File: src/rtl/uart_reg_pkg.sv
`timescale 1ns/1ps
package uart_reg_pkg;

    // Register offsets (byte addresses, word aligned)
    localparam logic [3:0] OFS_RXDATA = 4'h0;
    localparam logic [3:0] OFS_TXDATA = 4'h4;
    localparam logic [3:0] OFS_STATUS = 4'h8;
    localparam logic [3:0] OFS_CTRL   = 4'hC;

    // Status bit positions
    localparam int STS_RX_VALID = 0;
    localparam int STS_RX_FULL  = 1;
    localparam int STS_TX_EMPTY = 2;
    localparam int STS_TX_FULL  = 3;
    localparam int STS_IEN      = 4;
    localparam int STS_ERR_LSB  = 5;
    localparam int STS_W        = 8;

    // Error flag indices inside the sticky flag vector
    localparam int ERR_OVERRUN = 0;
    localparam int ERR_FRAME   = 1;
    localparam int ERR_PARITY  = 2;
    localparam int NUM_ERR     = 3;

    // Control bit positions
    localparam int CTL_TX_CLR = 0;
    localparam int CTL_RX_CLR = 1;
    localparam int CTL_IEN    = 4;

    typedef enum logic {
        ST_IDLE = 1'b0,
        ST_ACK  = 1'b1
    } bus_state_e;

endpackage

File: src/rtl/uart_err_flags.sv
`timescale 1ns/1ps
module uart_err_flags #(
    parameter int N = 3
) (
    input  logic         clk,
    input  logic         rst_n,
    input  logic [N-1:0] ev,
    input  logic         clr,
    output logic [N-1:0] flags
);

    genvar gi;
    generate
        for (gi = 0; gi < N; gi++) begin : g_flag
            logic flag_q;
            always_ff @(posedge clk or negedge rst_n) begin
                if (!rst_n) begin
                    flag_q <= 1'b0;
                end else if (ev[gi]) begin
                    // a new event wins over a clearing read
                    flag_q <= 1'b1;
                end else if (clr) begin
                    flag_q <= 1'b0;
                end
            end
            assign flags[gi] = flag_q;
        end
    endgenerate

endmodule

File: src/rtl/uart_irq_gen.sv
`timescale 1ns/1ps
module uart_irq_gen (
    input  logic clk,
    input  logic rst_n,
    input  logic ien,
    input  logic rx_empty,
    input  logic tx_empty,
    output logic irq
);

    logic rx_empty_prev;
    logic tx_empty_prev;
    logic rx_arrive;
    logic tx_drain;

    always_ff @(posedge clk or negedge rst_n) begin
        if (!rst_n) begin
            rx_empty_prev <= 1'b1;
            tx_empty_prev <= 1'b1;
        end else begin
            rx_empty_prev <= rx_empty;
            tx_empty_prev <= tx_empty;
        end
    end

    always_comb begin
        rx_arrive = rx_empty_prev && !rx_empty;
        tx_drain  = !tx_empty_prev && tx_empty;
        irq       = ien && (rx_arrive || tx_drain);
    end

endmodule

File: src/rtl/uart_bus_fsm.sv
`timescale 1ns/1ps
module uart_bus_fsm
    import uart_reg_pkg::*;
#(
    parameter int BUS_W  = 32,
    parameter int DATA_W = 8
) (
    input  logic              clk,
    input  logic              rst_n,
    input  logic              bus_rd,
    input  logic              bus_wr,
    input  logic [3:0]        bus_addr,
    input  logic [BUS_W-1:0]  bus_wdata,
    output logic [BUS_W-1:0]  bus_rdata,
    output logic              bus_ack,
    output logic              bus_err,
    input  logic              rxf_empty,
    input  logic [DATA_W-1:0] rxf_data,
    input  logic [STS_W-1:0]  status,
    output logic              rxf_pop,
    output logic              txf_push,
    output logic              txf_clear,
    output logic              rxf_clear,
    output logic              ien_we,
    output logic              ien_val,
    output logic              status_rd
);

    localparam int RX_PAD  = BUS_W - DATA_W;
    localparam int STS_PAD = BUS_W - STS_W;

    bus_state_e state_q;
    bus_state_e state_d;

    logic             rd_req;
    logic             wr_req;
    logic             sel_rx;
    logic             sel_tx;
    logic             sel_sts;
    logic             sel_ctl;
    logic [BUS_W-1:0] rdata_d;
    logic [BUS_W-1:0] rdata_q;
    logic             err_d;
    logic             err_q;
    logic             ctl_we;

    // Address decode and request qualification
    always_comb begin
        sel_rx  = (bus_addr == OFS_RXDATA);
        sel_tx  = (bus_addr == OFS_TXDATA);
        sel_sts = (bus_addr == OFS_STATUS);
        sel_ctl = (bus_addr == OFS_CTRL);
        rd_req  = (state_q == ST_IDLE) && bus_rd;
        wr_req  = (state_q == ST_IDLE) && bus_wr && !bus_rd;
    end

    // Next-state logic
    always_comb begin
        state_d = state_q;
        unique case (state_q)
            ST_IDLE: if (bus_rd || bus_wr) state_d = ST_ACK;
            ST_ACK:  state_d = ST_IDLE;
        endcase
    end

    // State register and response capture
    always_ff @(posedge clk or negedge rst_n) begin
        if (!rst_n) begin
            state_q <= ST_IDLE;
            rdata_q <= '0;
            err_q   <= 1'b0;
        end else begin
            state_q <= state_d;
            if (rd_req || wr_req) begin
                rdata_q <= rdata_d;
                err_q   <= err_d;
            end
        end
    end

    // Side-effect strobes and response data for the request cycle
    always_comb begin
        rdata_d   = '0;
        err_d     = 1'b0;
        rxf_pop   = 1'b0;
        status_rd = 1'b0;
        if (rd_req) begin
            if (sel_rx) begin
                if (rxf_empty) begin
                    err_d = 1'b1;
                end else begin
                    rxf_pop = 1'b1;
                    rdata_d = {{RX_PAD{1'b0}}, rxf_data};
                end
            end else if (sel_sts) begin
                status_rd = 1'b1;
                rdata_d   = {{STS_PAD{1'b0}}, status};
            end
        end
        txf_push  = wr_req && sel_tx;
        ctl_we    = wr_req && sel_ctl;
        txf_clear = ctl_we && bus_wdata[CTL_TX_CLR];
        rxf_clear = ctl_we && bus_wdata[CTL_RX_CLR];
        ien_we    = ctl_we;
        ien_val   = bus_wdata[CTL_IEN];
    end

    // Output decode per state
    always_comb begin
        bus_ack   = 1'b0;
        bus_err   = 1'b0;
        bus_rdata = '0;
        unique case (state_q)
            ST_IDLE: ;
            ST_ACK: begin
                bus_ack   = 1'b1;
                bus_err   = err_q;
                bus_rdata = err_q ? '0 : rdata_q;
            end
        endcase
    end

endmodule

File: src/rtl/uart_regblock.sv
`timescale 1ns/1ps
module uart_regblock
    import uart_reg_pkg::*;
#(
    parameter int BUS_W  = 32,
    parameter int DATA_W = 8
) (
    input  logic              clk,
    input  logic              rst_n,
    input  logic              bus_rd,
    input  logic              bus_wr,
    input  logic [3:0]        bus_addr,
    input  logic [BUS_W-1:0]  bus_wdata,
    output logic [BUS_W-1:0]  bus_rdata,
    output logic              bus_ack,
    output logic              bus_err,
    input  logic              rxf_empty,
    input  logic              rxf_full,
    input  logic [DATA_W-1:0] rxf_data,
    output logic              rxf_pop,
    output logic              rxf_clear,
    input  logic              txf_empty,
    input  logic              txf_full,
    output logic              txf_push,
    output logic [BUS_W-1:0]  txf_wdata,
    output logic              txf_clear,
    input  logic              ev_overrun,
    input  logic              ev_frame,
    input  logic              ev_parity,
    output logic              irq
);

    logic               ien_q;
    logic               ien_we;
    logic               ien_val;
    logic               status_rd;
    logic [NUM_ERR-1:0] err_ev;
    logic [NUM_ERR-1:0] err_flags;
    logic [STS_W-1:0]   status;

    always_comb begin
        err_ev[ERR_OVERRUN] = ev_overrun;
        err_ev[ERR_FRAME]   = ev_frame;
        err_ev[ERR_PARITY]  = ev_parity;
    end

    always_comb begin
        status                                  = '0;
        status[STS_RX_VALID]                    = !rxf_empty;
        status[STS_RX_FULL]                     = rxf_full;
        status[STS_TX_EMPTY]                    = txf_empty;
        status[STS_TX_FULL]                     = txf_full;
        status[STS_IEN]                         = ien_q;
        status[STS_ERR_LSB +: NUM_ERR]          = err_flags;
    end

    always_ff @(posedge clk or negedge rst_n) begin
        if (!rst_n) begin
            ien_q <= 1'b0;
        end else if (ien_we) begin
            ien_q <= ien_val;
        end
    end

    assign txf_wdata = bus_wdata;

    uart_bus_fsm #(
        .BUS_W  (BUS_W),
        .DATA_W (DATA_W)
    ) u_bus (
        .clk       (clk),
        .rst_n     (rst_n),
        .bus_rd    (bus_rd),
        .bus_wr    (bus_wr),
        .bus_addr  (bus_addr),
        .bus_wdata (bus_wdata),
        .bus_rdata (bus_rdata),
        .bus_ack   (bus_ack),
        .bus_err   (bus_err),
        .rxf_empty (rxf_empty),
        .rxf_data  (rxf_data),
        .status    (status),
        .rxf_pop   (rxf_pop),
        .txf_push  (txf_push),
        .txf_clear (txf_clear),
        .rxf_clear (rxf_clear),
        .ien_we    (ien_we),
        .ien_val   (ien_val),
        .status_rd (status_rd)
    );

    uart_err_flags #(
        .N (NUM_ERR)
    ) u_err (
        .clk   (clk),
        .rst_n (rst_n),
        .ev    (err_ev),
        .clr   (status_rd),
        .flags (err_flags)
    );

    uart_irq_gen u_irq (
        .clk      (clk),
        .rst_n    (rst_n),
        .ien      (ien_q),
        .rx_empty (rxf_empty),
        .tx_empty (txf_empty),
        .irq      (irq)
    );

endmodule

File: config.mk
export PLATFORM = sky130hd
export DESIGN_NAME = uart_regblock
export DESIGN_NICKNAME = d
export VERILOG_FILES = /design/src/rtl/uart_reg_pkg.sv /design/src/rtl/uart_err_flags.sv /design/src/rtl/uart_irq_gen.sv /design/src/rtl/uart_bus_fsm.sv /design/src/rtl/uart_regblock.sv
export SDC_FILE = /design/constraint.sdc
export NUM_CORES = 1
export LEC_CHECK = 0
export CAP_MARGIN = 40
export CORE_ASPECT_RATIO = 2
export CORE_MARGIN = 4
export CORE_UTILIZATION = 29
export DETAILED_ROUTE_END_ITERATION = 6
export MAX_ROUTING_LAYER = met4
export PLACE_DENSITY = 0.81
export SLEW_MARGIN = 30
export SYNTH_ARGS = -nofsm -noshare
export SYNTH_HDL_FRONTEND = slang
export SYNTH_SLANG_ARGS = --single-unit
File: constraint.sdc
create_clock -name clk -period 1.9 [get_ports clk]
set_clock_uncertainty 0.1 [all_clocks]
set_input_delay 0.38 -clock clk [delete_from_list [all_inputs] [get_ports clk]]
set_output_delay 0.38 -clock clk [all_outputs]
set_load 0.05 [all_outputs]
==> impl_results.md <==
* Final Hold Viols at 0
* Top-area cell type share of the netlist area at between 30% and 40%
* CP max FO at 4
* # fillers at approximately 400
* P per Cell Area at 585 nW/um^2
* Top cells by count, synth: buf_4, dfrtp_1, and2_1
* IO Port Bufs at 43
* Grt met3 use at 2.25%
* R2R Setup Slk at between 0.4 and 0.5 ns
* Non-Filler Cell Area, Final at approximately 1700 um^2
* Final HPWL DP at between 2000 and 2500 um
* Async S/R FF share, synth at 100%
* Most frequent cell after synthesis: buf_4
* Setup CP Type: primary input to output port
* Ys flop type: dfrtp_1
* Die width at roughly 54 um
* H-tree depth at 1
* N_diodes at 0
* Worst EP required at ~1.4 ns
* First DRT Iteration DRCs at 17
* Placeable Area at approximately 4000 um^2
* Min-delay worst type: primary input to asynchronous set/reset pin
* Critical R2R Launch: u_bus.state_q$_DFF_PN0_
* Fmax at ~530 MHz
* Syn_area_per_cell at 9.07 um^2
* CTS tree: done
* Met2 Track Usage GR at 20.4%
* First-pass GRT wire length at 3930 um
* Sequential share of the synthesized area at 33.4%
* Clock Tree Buf Depth at 2
* CP max stage delay at ~0.25 ns
* Routability cong. at approximately 0.67
* Crit-path slowest cell: dlygate4sd2_1
* Share of cells above drive strength 1 at between 30% and 40%
* CTS buffer count at 3
* Leakage power figure at 0.000787 uW
* Netlist area before placement at 1210 um^2
* Rows at 33
* CTS sink cnt at 16
* Min Clock Period, post-route at around 1.9 ns
* Reg clk slew, reported paths at 0.06 ns
* Initial core utilization at approximately 30%
* Vias at 862
* GR peak layer: met2
* Syn Inst Count at about 130
* R2R depth at 4
* Die Height at between 90 and 100 um
* Largest cells by area after synthesis: buf_4, dfrtp_1, and2_1, dfstp_2, a22oi_1
* Full die area at 5320 um^2
* Critical-path cell list: dlygate4sd2_1, nor3_4, and3_4, and2_4, buf_12
* Initial antenna violation count at 0
* Root buffer cell: clkbuf_8
* Slew Limit Fails at 0
* Multi-input logic area at 514 um^2
* CP Buf/Inv Count at 2
* Max-cap violations at 0
* Final hold slack at roughly 0.35 ns
* First-pass DRT Iterations at 4
* Met1 Usage GRT at under 10%
* Area Growth Syn to Fin at 43.2%
* Number of flops mapped to enable cells by yosys at 0
* ANT nets after route at 0
* Area leader, netlist: buf_4
* Yosys cell types at 27
* Cell class contributing the biggest share of worst-path delay: simple AND/OR/NAND/NOR gates
* Worst Setup End Kind: output port
* WL/cell at about 12 um
* Via density at between 4 and 5
* Clock Latency Late Sink at about 0.25 ns
* RSZ-0062 raised after global routing: yes
* Total track usage at approximately a tenth
* Largest net degree at the start of global routing at 17
* Nets at between 200 and 250
* Sequential cell area at a little over 400 um^2
* Area post-placement at approximately 1600 um^2
* GR Overflow Total at 0
* I/O pin count at between 100 and 150
* DRC viols at 0
* Post-layout util at approximately 43%
* Vias in the first global route at ~890
* VDD IR-drop max at approximately 0.00058 V
* CP Data Arrival Time at 1.40 ns
* CP startpoint kind: primary input
* Final Setup Violations at 0
* Terminus of the critical flop-to-flop path: ien_q$_DFFE_PN0N_
* Synth Warn # at 0
* Fin crit share at between 90 and 100%
* Register bit total from synthesis at 16
* Status: finished clean
* Post-Route WL at 2540 um
## report_power, final
part           switching (uW)  internal, uW  total, uW
registers                10.9           358        369
clock network             114           184        298
logic                     214           128        343
total                     340           670       1010
## worst max-delay path by stage
| stage | from | end | cells after the start |
|---|---|---|---|
| floorplan | u_bus.state_q$_DFF_PN0_ | rxf_pop | 3 |
| detailed placement | bus_rd | txf_push | 5 |
| global route | u_bus.state_q$_DFF_PN0_ | rxf_clear | 4 |
| finish | bus_addr[1] | txf_clear | 5 |
| global placement | bus_addr[1] | rxf_clear | 5 |
| CTS | u_bus.state_q$_DFF_PN0_ | txf_clear | 4 |
## layer usage
layer,vias to the layer above,routed length [um]
li1,403,-
met1,396,650
met2,53,1520
met3,10,274
met4,0,86
met5,-,0
## final cells by class
cell class / instances / area share (%)
Multi-Input combinational cell: 80 / 29.8
Clock buffer: 4 / 3.19
Sequential cell: 16 / 23.4
Timing Repair Buffer: 54 / 39.2
Tap cell: 52 / 3.77
Inverter: 3 / 0.652
## repair_timing
| item | CTS | global route |
|---|---|---|
| setup endpoints to repair | 4 | 12 |
| resized for setup | 21 | 2 |
| hold buffers | 0 | 0 |
| setup buffers | 3 | 0 |
| pin swaps | 3 | 1 |
## registers in the layout, indices dropped and copies added, names as in the netlist
| signal | cells |
|---|---|
| u_bus.rdata_q | 8 |
| u_err.g_flag.flag_q | 3 |
| ien_q | 1 |
| u_bus.err_q | 1 |
| u_bus.state_q | 1 |
| u_irq.rx_empty_prev | 1 |
| u_irq.tx_empty_prev | 1 |
## cells by family (layout without fill, tap and decap cells)
kind of cell | count (synthesis) | in the layout | share of synthesized area (%)
AOI/OAI and AO/OA | 21 | 21 | 11.1
and+or+nand+nor | 34 | 34 | 17.7
muxes | 1 | 1 | 1.24
other | 1 | 24 | 0.311
DFF | 16 | 16 | 33.4
buffers and inverters | 60 | 61 | 36.2
## layout by cell type (no fill, tap or decap), drive strengths merged, types with 2 or more instances in the layout
master	netlist	routed
and2	13	13
inv	3	3
conb	1	24
buf	57	29
clkbuf	0	4
nor3	2	2
nand2	9	9
dfrtp	14	14
a22oi	6	6
nor2	2	2
dlygate4sd2	0	6
clkdlybuf4s50	0	19
o21ai	8	8
a21o	3	3
dfstp	2	2
## through the flow
step | power (uW) | setup TNS, ns | std cells | worst slack [ns]
CTS | 1020 | -0.0628 | 210 | -0.0322
global placement | 703 | -0.498 | 203 | -0.166
floorplan | 772 | -0.0927 | 156 | -0.0927
detailed placement | 708 | -0.800 | 203 | -0.243
finish | 1010 | 0 | 209 | 0.0188
global route | 1060 | -0.0465 | 209 | -0.0269
## worst register-to-register path, stage by stage, from the launching register on
cell     delay [ns]
dfrtp_2        0.43
nor3_4         0.19
and3_4         0.24
buf_4          0.11
mux2_4         0.28
No activity file was read; power rests on OpenSTA's default activity.
